**src/rtl/microstep_seq.sv**
```systemverilog
module microstep_seq #(
  parameter int POS_W = 4
) (
  input  logic       clk,
  input  logic       rst_n,
  input  logic       step,
  input  logic       dir,
  input  logic       quarter,
  output logic       phase_a,
  output logic [1:0] code_a,
  output logic       en_a,
  output logic       phase_b,
  output logic [1:0] code_b,
  output logic       en_b
);

  localparam logic [1:0] C_FULL = 2'b00;
  localparam logic [1:0] C_TWO  = 2'b01;
  localparam logic [1:0] C_ONE  = 2'b10;
  localparam logic [1:0] C_ZERO = 2'b11;

  logic [POS_W-1:0] pos, base, pos_nx;
  logic [1:0]       major, minor, ca_nx, cb_nx;
  logic             pa_nx, pb_nx;

  assign base = quarter ? pos : {pos[POS_W-1:1], 1'b0};

  always_comb begin
    pos_nx = base;
    if (step) begin
      if (quarter) pos_nx = dir ? base + POS_W'(1) : base - POS_W'(1);
      else         pos_nx = dir ? base + POS_W'(2) : base - POS_W'(2);
    end
  end

  always_comb begin
    case (pos_nx[1:0])
      2'd0:    begin major = C_FULL; minor = C_ZERO; end
      2'd1:    begin major = C_FULL; minor = C_ONE;  end
      2'd2:    begin major = C_TWO;  minor = C_TWO;  end
      default: begin major = C_ONE;  minor = C_FULL; end
    endcase
  end

  assign ca_nx = pos_nx[2] ? minor : major;
  assign cb_nx = pos_nx[2] ? major : minor;
  assign pa_nx = (ca_nx == C_ZERO) ? phase_a : (pos_nx[3] ^ pos_nx[2]);
  assign pb_nx = (cb_nx == C_ZERO) ? phase_b : ~pos_nx[3];

  always_ff @(posedge clk) begin
    if (!rst_n) begin
      pos     <= '0;
      code_a  <= C_FULL;
      code_b  <= C_ZERO;
      phase_a <= 1'b0;
      phase_b <= 1'b0;
    end else begin
      pos     <= pos_nx;
      code_a  <= ca_nx;
      code_b  <= cb_nx;
      phase_a <= pa_nx;
      phase_b <= pb_nx;
    end
  end

  assign en_a = 1'b0;
  assign en_b = 1'b0;


  quarter_up_chk: assert property (@(posedge clk) disable iff (!rst_n)
    (step && quarter && dir) |=> pos == $past(pos) + POS_W'(1));


  quarter_down_chk: assert property (@(posedge clk) disable iff (!rst_n)
    (step && quarter && !dir) |=> pos == $past(pos) - POS_W'(1));


  half_align_chk: assert property (@(posedge clk) disable iff (!rst_n)
    !quarter |=> !pos[0]);


  a_off_chk: assert property (@(posedge clk) disable iff (!rst_n)
    (code_a == C_ZERO) |-> (code_b == C_FULL));


  b_off_chk: assert property (@(posedge clk) disable iff (!rst_n)
    (code_b == C_ZERO) |-> (code_a == C_FULL));


  a_hold_chk: assert property (@(posedge clk) disable iff (!rst_n)
    (code_a == C_ZERO) |-> $stable(phase_a));


  b_hold_chk: assert property (@(posedge clk) disable iff (!rst_n)
    (code_b == C_ZERO) |-> $stable(phase_b));


  idle_chk: assert property (@(posedge clk) disable iff (!rst_n)
    (!step && quarter) |=> ($stable(code_a) && $stable(code_b) &&
                            $stable(phase_a) && $stable(phase_b)));

endmodule

```
**config.mk**
```make
export PLATFORM = sky130hd
export DESIGN_NAME = microstep_seq
export DESIGN_NICKNAME = d
export VERILOG_FILES = /design/src/rtl/microstep_seq.sv
export SDC_FILE = /design/constraint.sdc
export NUM_CORES = 1
export LEC_CHECK = 0
export CAP_MARGIN = 30
export CELL_PAD_IN_SITES_DETAIL_PLACEMENT = 2
export CELL_PAD_IN_SITES_GLOBAL_PLACEMENT = 2
export CORE_ASPECT_RATIO = 1.5
export CORE_MARGIN = 2
export CORE_UTILIZATION = 31
export CTS_CLUSTER_SIZE = 12
export DETAILED_ROUTE_END_ITERATION = 16
export GPL_ROUTABILITY_DRIVEN = 1
export PLACE_DENSITY = 0.79
export SLEW_MARGIN = 20
export SYNTH_ARGS = -nofsm -noshare
export SYNTH_HDL_FRONTEND = slang
export SYNTH_SLANG_ARGS = --single-unit
```
**constraint.sdc**
```tcl
create_clock -name clk -period 2.8 [get_ports clk]
set_input_delay 0.56 -clock clk [delete_from_list [all_inputs] [get_ports clk]]
set_output_delay 0.56 -clock clk [all_outputs]
set_load 0.02 [all_outputs]
```
Yosys cells after proc, flatten, opt, wreduce, memory -nomap -nowiden
Index checks and enable logic that the tools add are counted.
Operators by class
  multiplexer cells: 9
  bitwise operators: 2
  add/sub/neg operators: 4
  reduce and logical (&&, ||, !) cells: 2
  equal/unequal tests: 4
Operators with widths (number)
  two-way mux 4 bit: 4
  == test 2 bit, second input constant: 3
  one-hot mux 2 bit (3 select lines): 1
  adder 4 x 1 -> 4 bit, second input constant: 1
  adder 4 x 2 -> 4 bit, second input constant: 1
  two-way mux 2 bit: 2
  one-hot mux 2 bit (2 select lines): 1
  subtractor 4 x 1 -> 4 bit, second input constant: 1
  subtractor 4 x 2 -> 4 bit, second input constant: 1
  == test 2 x 1 -> 1 bit, second input constant: 1
  logical NOT 2 bit: 1
  OR reduction 2 bit: 1
  two-way mux 1 bit: 1
  NOT 1 bit: 1
  bitwise XOR 1 bit: 1
Word-level totals
  word-level logic and storage cells: 26
  bits of input ports: 5
  flip-flop bits (word level): 10

Logic depth before layout (Yosys ltp)
  word-level depth: 10
  depth in mapped cells: 8

Least setup slack after synthesis
OpenSTA, ideal clock, no wires.
  path kind: input to register
  start point: input port quarter
  end point: register code_b[1]
  slack: 0.909 ns
  arrival time: 1.777 ns
  cell stages on the path: 6
  setup time: 0.114 ns
  path through: nand2_1 -> fa_1 -> mux2_2 -> mux2i_4 -> o21ai_0 -> a21o_1
On the way
  word-level cells in the longest chain between the ends: 9
Ends and longest elaborated chain
  start, declared: RTL line 8  | input logic quarter,
  two-way mux 1 bit: RTL line 26  | assign base = quarter ? pos : {pos[POS_W-1:1], 1'b0};
  subtractor 4 x 2 -> 4 bit, or another cell as far along: RTL line 32  | else pos_nx = dir ? base + POS_W'(2) : base - POS_W'(2);
  two-way mux 4 bit, on equally long branches: RTL line 32, 31
  two-way mux 4 bit: RTL line 31  | if (quarter) pos_nx = dir ? base + POS_W'(1) : base - POS_W'(1);
  two-way mux 4 bit (*): RTL line 30  | if (step) begin
  == test 2 x 1 -> 1 bit or logical NOT 2 bit (tied branches): RTL line 37  | case (pos_nx[1:0])
  OR reduction 2 bit (no source line)
  one-hot mux 2 bit (2 select lines): RTL line 37
  two-way mux 2 bit (*): RTL line 46  | assign cb_nx = pos_nx[2] ? major : minor;
  end signal, assigned: RTL line 60  | code_b <= cb_nx;
  end, declared: RTL line 13  | output logic [1:0] code_b,
Mark *: on every way between the ends. The rest lies on a longest branch, timed or not.
A chain may end at the register's enable or synchronous reset.

Final worst setup path
  start point: input port dir
  end point: register code_b[1]
On the way
  word-level cells in the longest chain between the ends: 7
Ends and longest elaborated chain
  start, declared: RTL line 7  | input logic dir,
  two-way mux 4 bit, on equally long branches: RTL line 32, 31
  two-way mux 4 bit (*): RTL line 31
  two-way mux 4 bit (*): RTL line 30
  == test 2 x 1 -> 1 bit or logical NOT 2 bit (tied branches): RTL line 37
  OR reduction 2 bit (no source line)
  one-hot mux 2 bit (2 select lines): RTL line 37
  two-way mux 2 bit (*): RTL line 46
Marked as above.

==> flow_summary.ini <==
[route]
vias = 518
highest_layer = met4
avgViaCountPerCell = 5.029
ant_nets = 0
routed_wire_length_per_instance_um = 13.42
wl_met3_um = 39
wl_met1_um = 574
drcViolationCount = 0
drt_pre_antenna_iters = 2
drt_wl_total_mm = 1.382
met2WireLength_um = 740
drt-initial-drc-count = 1

[final_layout]
synthToLayoutAreaGrowth_pct = 24.40
drive_gt1_frac = 0.1220
diodes = 0
final_nets = 92
design_area_um2 = 772.0

[placed_design]
dp_hpwl_mm = 1.075
place_area_um2 = 735.7
portBuffers = 10
pre_cts_ws_ns = -0.07384
gp_congestion = 0.6410

[clock_tree]
cts_sinks = 10
cts-root-buf = clkbuf_4
insertion_delay_ns = 0.27
cts_max_level = 1
clockBufferDepth = 2
cts_buffers = 3
cts_tree = built
post_cts_resized = 0
clk_pin_slew_ns = 0.07
cts_hold_buffers = 0
postCtsSetupBuffers = 0

[timing]
fin_crit_ns = 2.563
hold_viol = 0
rsz0062_at_grt = false
setup_tns_ns = 0
skew_ns = 0.0003839
finalMaxSlewViolations = 0
max_freq_mhz = 390.1
fin_ws_ns = 0.2369
finalCritPeriodShare = 0.9154
setup_violations = 0

[logic_synthesis]
synth_cell_types = 30
synthesis.area_um2 = 620.6
synthFlopType = dfxtp_1
yosysSeqAreaShare = 0.3226
synth_edf_count = 0
yosys_warnings = 0
async_reset_ff_frac = 0
synth.avg_cell_area_um2 = 8.994
syn_inst = 69
synth_seq_cells = 10

[floorplan]
core_area_um2 = 1854
die-width_um = 40.53
start_util = 0.3347
die_area_um2 = 2383
num_io_pins = 13
dieHeight_um = 58.80
rows = 19

[power]
power_leakage_nw = 0.3192
cellPowerDensity_nw_per_um2 = 594.5
p_total_w = 0.0004589
vdd_drop_max_mv = 0.3128

[critical_path]
cp_data_arrival_time_ns = 2.73
crit_path_end_kind = flop
critPathMaxFanout = 7
worstSetupPathType = in2reg
required_ns = 2.97
cp-start-kind = primary input

[run]
drv_cap = 0

[global_route]
grt_use_total = 0.1460
grt_remaining_overflow = 0
first_global_vias = 567
grt_pass1_wl_mm = 2.408
antenna_found_initial = 0
grt_start_max_net_pins = 10

[hold_path]
hp-class = reg2reg

[run_status]
outcome = complete, no violations
## metrics by stage
step	hold slack, ns	utilization	cells
after floorplan	0.5416	-	70
after global placement	0.4537	0.3968	99
after detailed placement	0.4700	0.3968	99
after CTS	0.4790	0.4163	103
after global routing	0.5020	0.4163	103
final	0.4722	0.4163	103
## worst max-delay path: stages
cell	delay, ns
clkdlybuf4s50_1	0.65
inv_1	0.15
ha_1	0.37
xnor2_1	0.19
a21oi_1	0.11
a21oi_1	0.31
o21ai_0	0.20
a21o_1	0.18
## cell usage in the layout (no fill, tap or decap), drive strengths merged, types with 3 or more instances in the layout
cell	netlist	final
dfxtp	10	10
clkdlybuf4s50	0	10
nand2	6	6
nor2	6	6
nand3	5	5
inv	4	4
a21oi	4	4
and2	4	4
clkbuf	0	4
nor3	3	3
## cell families after synthesis
family / share of synthesized area
compound gates: 0.1210
xor+xnor: 0.02823
fa+ha+maj: 0.1048
buf+inv: 0.06047
flops: 0.3226
mux: 0.07056
other cells: 0.006043
simple gates: 0.2863
## power breakdown
group,internal [W],switching (W),leakage [nW]
Sequential,0.000160,0.00000948,0.0830
Clock,0.0000790,0.0000521,0.0210
Combinational,0.0000717,0.0000862,0.215
Total,0.000311,0.000148,0.319
## cells in the mapped netlist, drive strengths merged, types with 3 or more instances
master	n	share of area
dfxtp	10	0.32
nand2	6	0.036
nor2	6	0.048
nand3	5	0.040
a21oi	4	0.032
and2	4	0.040
inv	4	0.024
buf	3	0.036
nor3	3	0.042
## area by class of cell
class / count / area (um^2)
Tap cell: 21 / 26.28
Timing Repair Buffer: 11 / 107.6
Sequential cell: 10 / 200.2
Multi-Input combinational cell: 53 / 386.6
Fill cell: 219 / 1082
Clock buffer: 4 / 36.28
Inverter: 4 / 15.01
## final timing paths
path	startpoint	end	slack, ns	depth (start not counted)
worst max-delay path	dir	code_b[1]	0.24	8
worst min-delay path	phase_b	phase_b	0.47	2
worst max register to register	pos[1]	code_b[1]	0.81	7
worst min register to register	phase_b	phase_b	0.47	2
## per-layer routing
| layer | track usage | up-vias |
|---|---|---|
| met3 | 0.01132 | 4 |
| met5 | 0 | - |
| met2 | 0.2426 | 10 |
| met4 | 0.08571 | 0 |
| met1 | 0.1722 | 249 |
| li1 | - | 255 |
## flip-flops by register name (all words and copies together), names as in the netlist
signal	count
pos	4
code_a	2
phase_a	1
phase_b	1
code_b	2
(Power assumes the default switching activity.)
